**src/rtl/alif_pkg.sv**
```systemverilog
package alif_pkg;
    localparam int unsigned FX_W     = 24;
    localparam int unsigned FX_FRAC  = 16;
    localparam int unsigned FX_GUARD = 4;
    localparam int unsigned WIDE_W   = FX_W + FX_GUARD;

    typedef logic signed [FX_W-1:0]   fx_t;
    typedef logic signed [WIDE_W-1:0] fx_wide_t;

    localparam fx_wide_t FX_MAX_W = fx_wide_t'((64'sd1 <<< (FX_W - 1)) - 64'sd1);
    localparam fx_wide_t FX_MIN_W = fx_wide_t'(-(64'sd1 <<< (FX_W - 1)));

    typedef enum logic [0:0] {
        ST_INTEGRATE = 1'b0,
        ST_REFRACT   = 1'b1
    } refr_state_e;

    function automatic fx_wide_t fx_widen(input fx_t x);
        return fx_wide_t'(x);
    endfunction

    function automatic fx_t fx_sat(input fx_wide_t x);
        if (x > FX_MAX_W) begin
            return fx_t'(FX_MAX_W);
        end else if (x < FX_MIN_W) begin
            return fx_t'(FX_MIN_W);
        end
        return fx_t'(x);
    endfunction
endpackage

```
**src/rtl/alif_refractory_fsm.sv**
```systemverilog
module alif_refractory_fsm
    import alif_pkg::*;
#(
    parameter int unsigned REFR_STEPS = 5
) (
    input  logic clk,
    input  logic rst,
    input  logic step_en,
    input  logic fire_i,
    output logic refractory_o
);
    localparam int unsigned CNT_W = $clog2(REFR_STEPS) + 1;
    localparam logic [CNT_W-1:0] LAST_CNT = CNT_W'(REFR_STEPS - 1);
    localparam logic [CNT_W-1:0] ONE_CNT  = CNT_W'(1);

    refr_state_e      state_q, state_d;
    logic [CNT_W-1:0] left_q, left_d;

    // state register
    always_ff @(posedge clk) begin
        if (rst) begin
            state_q <= ST_INTEGRATE;
            left_q  <= '0;
        end else begin
            state_q <= state_d;
            left_q  <= left_d;
        end
    end

    // next-state logic
    always_comb begin
        state_d = state_q;
        left_d  = left_q;
        unique case (state_q)
            ST_INTEGRATE: begin
                if (step_en && fire_i && (REFR_STEPS > 1)) begin
                    state_d = ST_REFRACT;
                    left_d  = LAST_CNT;
                end
            end
            ST_REFRACT: begin
                if (step_en) begin
                    if (left_q == ONE_CNT) begin
                        state_d = ST_INTEGRATE;
                        left_d  = '0;
                    end else begin
                        left_d = left_q - ONE_CNT;
                    end
                end
            end
            default: begin
                state_d = ST_INTEGRATE;
                left_d  = '0;
            end
        endcase
    end

    // outputs
    always_comb begin
        refractory_o = (state_q == ST_REFRACT);
    end
endmodule

```
**src/rtl/alif_threshold.sv**
```systemverilog
module alif_threshold
    import alif_pkg::*;
#(
    parameter bit          ADAPTIVE  = 1'b1,
    parameter int unsigned RHO_SHIFT = 6,
    parameter int unsigned BETA_SHL  = 1,
    parameter int          ADAPT_INC = 32768,
    parameter int          VTHR      = 65536
) (
    input  logic clk,
    input  logic rst,
    input  logic step_en,
    input  logic fire_i,
    output fx_t  thr_o
);
    localparam fx_wide_t VTHR_W = fx_wide_t'(VTHR);
    localparam fx_wide_t INC_W  = fx_wide_t'(ADAPT_INC);

    if (ADAPTIVE) begin : g_adaptive
        fx_t      a_q;
        fx_wide_t a_w;
        fx_t      a_next;

        always_comb begin
            a_w    = fx_widen(a_q);
            a_next = fx_sat(a_w - (a_w >>> RHO_SHIFT) + (fire_i ? INC_W : '0));
            thr_o  = fx_sat(VTHR_W + (a_w <<< BETA_SHL));
        end

        always_ff @(posedge clk) begin
            if (rst) begin
                a_q <= '0;
            end else if (step_en) begin
                a_q <= a_next;
            end
        end
    end else begin : g_fixed
        logic unused_fixed;
        assign unused_fixed = ^{clk, rst, step_en, fire_i};
        assign thr_o        = fx_sat(VTHR_W);
    end
endmodule

```
**src/rtl/alif_membrane.sv**
```systemverilog
module alif_membrane
    import alif_pkg::*;
#(
    parameter int unsigned ALPHA_SHIFT = 4
) (
    input  logic clk,
    input  logic rst,
    input  logic step_en,
    input  fx_t  i_syn,
    input  logic refractory_i,
    input  fx_t  thr_i,
    output logic fire_o,
    output fx_t  v_o
);
    fx_t      v_q;
    fx_wide_t v_w;
    fx_wide_t decay_w;
    fx_wide_t integ_w;
    fx_t      sum_sat;
    fx_t      v_next;

    always_comb begin
        v_w     = fx_widen(v_q);
        decay_w = v_w - (v_w >>> ALPHA_SHIFT);
        integ_w = refractory_i ? '0 : fx_widen(i_syn);
        sum_sat = fx_sat(decay_w + integ_w);
        fire_o  = !refractory_i && (sum_sat >= thr_i);
        v_next  = fire_o ? fx_sat(fx_widen(sum_sat) - fx_widen(thr_i)) : sum_sat;
    end

    always_ff @(posedge clk) begin
        if (rst) begin
            v_q <= '0;
        end else if (step_en) begin
            v_q <= v_next;
        end
    end

    assign v_o = v_q;
endmodule

```
**src/rtl/alif_delay_line.sv**
```systemverilog
module alif_delay_line #(
    parameter int unsigned W     = 24,
    parameter int unsigned DEPTH = 1
) (
    input  logic         clk,
    input  logic         rst,
    input  logic         step_en,
    input  logic [W-1:0] d_i,
    output logic [W-1:0] q_o
);
    logic [DEPTH-1:0][W-1:0] stage_q;

    always_ff @(posedge clk) begin
        if (rst) begin
            stage_q <= '0;
        end else if (step_en) begin
            stage_q[0] <= d_i;
            for (int s = 1; s < DEPTH; s++) begin
                stage_q[s] <= stage_q[s-1];
            end
        end
    end

    assign q_o = stage_q[DEPTH-1];
endmodule

```
**src/rtl/alif_neuron.sv**
```systemverilog
module alif_neuron
    import alif_pkg::*;
#(
    parameter bit          ADAPTIVE    = 1'b1,
    parameter int unsigned ALPHA_SHIFT = 4,
    parameter int unsigned RHO_SHIFT   = 6,
    parameter int unsigned BETA_SHL    = 1,
    parameter int          ADAPT_INC   = 32768,
    parameter int          VTHR        = 65536,
    parameter int unsigned REFR_STEPS  = 5,
    parameter int unsigned DELAY       = 1
) (
    input  logic                   clk,
    input  logic                   rst,
    input  logic                   step_en,
    input  logic signed [FX_W-1:0] i_syn,
    output logic                   spike_o,
    output logic                   refr_o,
    output logic signed [FX_W-1:0] v_o,
    output logic signed [FX_W-1:0] thr_o,
    output logic                   spike_dly_o,
    output logic signed [FX_W-1:0] v_dly_o
);
    logic fire;
    logic refractory;
    fx_t  thr;
    fx_t  v_cur;
    logic spike_q;

    alif_refractory_fsm #(
        .REFR_STEPS(REFR_STEPS)
    ) u_refr (
        .clk         (clk),
        .rst         (rst),
        .step_en     (step_en),
        .fire_i      (fire),
        .refractory_o(refractory)
    );

    alif_threshold #(
        .ADAPTIVE (ADAPTIVE),
        .RHO_SHIFT(RHO_SHIFT),
        .BETA_SHL (BETA_SHL),
        .ADAPT_INC(ADAPT_INC),
        .VTHR     (VTHR)
    ) u_thr (
        .clk    (clk),
        .rst    (rst),
        .step_en(step_en),
        .fire_i (fire),
        .thr_o  (thr)
    );

    alif_membrane #(
        .ALPHA_SHIFT(ALPHA_SHIFT)
    ) u_mem (
        .clk         (clk),
        .rst         (rst),
        .step_en     (step_en),
        .i_syn       (i_syn),
        .refractory_i(refractory),
        .thr_i       (thr),
        .fire_o      (fire),
        .v_o         (v_cur)
    );

    always_ff @(posedge clk) begin
        if (rst) begin
            spike_q <= 1'b0;
        end else if (step_en) begin
            spike_q <= fire;
        end
    end

    alif_delay_line #(
        .W    (1),
        .DEPTH(DELAY)
    ) u_spike_dly (
        .clk    (clk),
        .rst    (rst),
        .step_en(step_en),
        .d_i    (spike_q),
        .q_o    (spike_dly_o)
    );

    alif_delay_line #(
        .W    (FX_W),
        .DEPTH(DELAY)
    ) u_v_dly (
        .clk    (clk),
        .rst    (rst),
        .step_en(step_en),
        .d_i    (v_cur),
        .q_o    (v_dly_o)
    );

    assign spike_o = spike_q;
    assign refr_o  = refractory;
    assign v_o     = v_cur;
    assign thr_o   = thr;
endmodule

```
**config.mk**
```make
export PLATFORM = sky130hd
export DESIGN_NAME = alif_neuron
export DESIGN_NICKNAME = d
export VERILOG_FILES = /design/src/rtl/alif_pkg.sv /design/src/rtl/alif_refractory_fsm.sv /design/src/rtl/alif_threshold.sv /design/src/rtl/alif_membrane.sv /design/src/rtl/alif_delay_line.sv /design/src/rtl/alif_neuron.sv
export SDC_FILE = /design/constraint.sdc
export NUM_CORES = 1
export LEC_CHECK = 0
export ABC_CLOCK_PERIOD_IN_PS = 17570
export BUFFER_PORTS_ARGS = -buffer_cell sky130_fd_sc_hd__buf_2
export CELL_PAD_IN_SITES_DETAIL_PLACEMENT = 1
export CELL_PAD_IN_SITES_GLOBAL_PLACEMENT = 1
export CORE_ASPECT_RATIO = 0.9
export CORE_UTILIZATION = 30
export DETAILED_ROUTE_END_ITERATION = 12
export PLACE_DENSITY = 0.56
export SETUP_SLACK_MARGIN = 0.2
export SYNTH_ARGS = -nofsm -noshare
export SYNTH_HDL_FRONTEND = slang
export SYNTH_SLANG_ARGS = --single-unit
```
**constraint.sdc**
```tcl
create_clock -name clk -period 17.57 [get_ports clk]
set_clock_uncertainty 0.05 [all_clocks]
set_input_delay 1.757 -clock clk [delete_from_list [all_inputs] [get_ports clk]]
set_output_delay 1.757 -clock clk [all_outputs]
set_load 0.01 [all_outputs]
```
==> run summary <==
top post-synthesis cells by area: dfxtp_1 17%, ha_1 13%, nand2_1 5.1%
CTS buffer count: 9
Via density: 5.42
initial core utilization: 0.304
Critical Path AT: 11,230 ps
GPL Wtd Cong: 0.842
std cell rows: 61
CTS H-tree depth: 3
Crit. End Element: flip-flop
DIE AREA: 31,900 sq um
Synth Flop Type: dfxtp_1
initial antenna violation count: 0
top-count cell post-synth: nand2_1
vias in the first global route: 9,347
Syn Nets: 1,394
CTS clk-pin slew, worst paths: 70 ps
Final Max Tran Viols: 0
Root Driver: clkbuf_16
CP most frequent cell: ha_1
Slew @ Worst Pin: 1320 ps
total wire length: 33,000 microns
drt pass-1 iters: 5
fin nets: 1,462
drt initial violations: 461
Post-route DRC: 0
Core Util, Final: 0.342
family with the most delay on the worst path: compound AO/OA/AOI/OAI gates
Syn Inst Count: 1,263
Fin Setup TNS: 0 ps
# resized after CTS: 0
Buf/Inv on CP: 4
Avg Cell Area, Syn: 7.42 sq um
final period utilization: 0.633
ys async rst share: 0
share of cells above drive strength 1: 0.124
largest area contributor in the netlist: dfxtp_1
Yosys top cell area share: 0.169
WS Path Type: reg2reg
Post-synth EDFFs: 0
highest-delay cell along the critical path: a221oi_4
RSZ-0062 raised after global routing: false
wire length per cell: 18.9 microns
setup repair bufs after CTS: 0
top cells by count, synth: 127 x nand2_1, 107 x nor2_1, 100 x ha_1, 97 x inv_1, 93 x a21oi_1
hold_buf cts: 0
CTS sink cnt: 79
largest net degree at the start of global routing: 53
Synth warnings: 0
min Tclk post-route: 11,110 ps
Mapped Area: 9370 sq um
Core ar.: 30,800 sq um
final hold violation count: 0
num ports: 102
Antenna Cells: 0
Worst Setup Start Kind: flip-flop
Req. time, crit path: 17,690 ps
Final ANT Viol Nets: 0
GRT Util Overall: 0.207
Placed Cells: 1,729
routed vias: 9,450
first-pass GRT wire length: 52,200 microns
CTS tree: yes
Chip Width: 188 microns
Vert. Die Dim: 170 microns
dpl hpwl: 26,400 microns
slowest stage delay, CP: 1030 ps
maximum clock frequency: 90.0 MHz
max cap viols: 0
Clock Latency Late Sink: 360 ps
Tightest Hold Check Type: reg2reg
Yosys reg bits: 79
Congestion Overflow GR: 0
crit path max fanout: 31
CTS Buffer Depth: 2
final count of negative-setup-slack endpoints: 0
Area Overhead vs Synth: 12.4%
fill cell count: 3,884
Port Buffer Count: 101
outcome: completed
Final Instance Count excl. Fillers: 1,745
sequential area share after synthesis: 0.169
Synth cell types: 77
Worst slew margin: 0.114
placed cells by master, fill, tap and decap left out, types with 11 or more instances in the layout:
cell type | netlist | final
a221oi_1 | 14 | 14
mux2i_1 | 26 | 26
o21bai_1 | 11 | 11
o21a_1 | 41 | 41
nor3_1 | 19 | 19
xor2_1 | 27 | 27
o21ai_0 | 77 | 77
nor2b_1 | 37 | 37
xnor2_1 | 50 | 50
a31oi_1 | 12 | 12
ha_1 | 100 | 100
a211oi_1 | 11 | 11
a21oi_1 | 93 | 93
nor2_1 | 107 | 107
and3_1 | 11 | 11
nand2_1 | 127 | 127
dfxtp_1 | 79 | 79
nand2b_1 | 15 | 15
inv_1 | 97 | 97
a21o_1 | 48 | 48
nand3_1 | 29 | 29
buf_2 | 12 | 101
state kept, by name (all words and copies together), names as in the netlist:
signal	flops
spike_o	1
u_thr.g_adaptive.a_q	24
u_mem.v_o	24
u_spike_dly.q_o	1
u_refr.refractory_o	1
u_refr.left_q	4
u_v_dly.q_o	24
per-layer routing:
metal / routed length (microns) / track usage / up-vias / share of wire
met4: 280 / 0.0339 / 0 / 0.0085
li1: - / - / 4695 / -
met1: 17100 / 0.297 / 4611 / 0.52
met5: 0 / 0 / - / 0
met3: 862 / 0.0263 / 20 / 0.026
met2: 14800 / 0.332 / 124 / 0.45
worst min-delay path: stages, from the launching register on:
cell and delay (ps):
dfxtp_1 320, mux2i_1 60, nor2_1 70
path summary, 6_finish.rpt:
kind / startpoint / to / slack, ps / cells after the start
setup / recovery: u_mem.v_o[6]$_SDFFE_PP0P_ / u_thr.g_adaptive.a_q[0]$_SDFFE_PP0P_ / 6460 / 38
hold / removal: u_v_dly.q_o[14]$_SDFFE_PP0P_ / u_v_dly.q_o[14]$_SDFFE_PP0P_ / 440 / 2
setup reg to reg: u_mem.v_o[6]$_SDFFE_PP0P_ / u_thr.g_adaptive.a_q[0]$_SDFFE_PP0P_ / 6460 / 38
hold reg to reg: u_v_dly.q_o[14]$_SDFFE_PP0P_ / u_v_dly.q_o[14]$_SDFFE_PP0P_ / 440 / 2
stage by stage:
| stage | hold slack (ps) | instance area (sq um) | worst slack [ps] |
|---|---|---|---|
| finish | 439 | 10500 | 6460 |
| global route | 470 | 10500 | 5570 |
| CTS | 445 | 10500 | 6610 |
| detailed placement | 427 | 10200 | 6700 |
| global placement | 421 | 10200 | 6920 |
| floorplan | 423 | 9370 | 8870 |
cells by family (layout without fill, tap and decap cells):
logic type,Yosys count,count (layout),synth area share
simple gates,399,399,0.203
fa+ha+maj,104,104,0.142
compound gates,425,425,0.319
xor+xnor,77,77,0.0720
flops,79,79,0.169
buf+inv,151,224,0.0645
mux,28,28,0.0302
layout make-up:
class	instances	area (sq um)	area share
Multi-Input combinational cell	1033	7200	0.684
Sequential cell	79	1580	0.150
Timing Repair Buffer	111	581	0.0551
Tap cell	409	512	0.0486
Inverter	97	364	0.0346
Clock buffer	11	233	0.0221
Clock inverter	5	58.8	0.00558
Power is not shown: default switching activity piles up to over one toggle a cycle in this logic, so the estimate is an artifact.
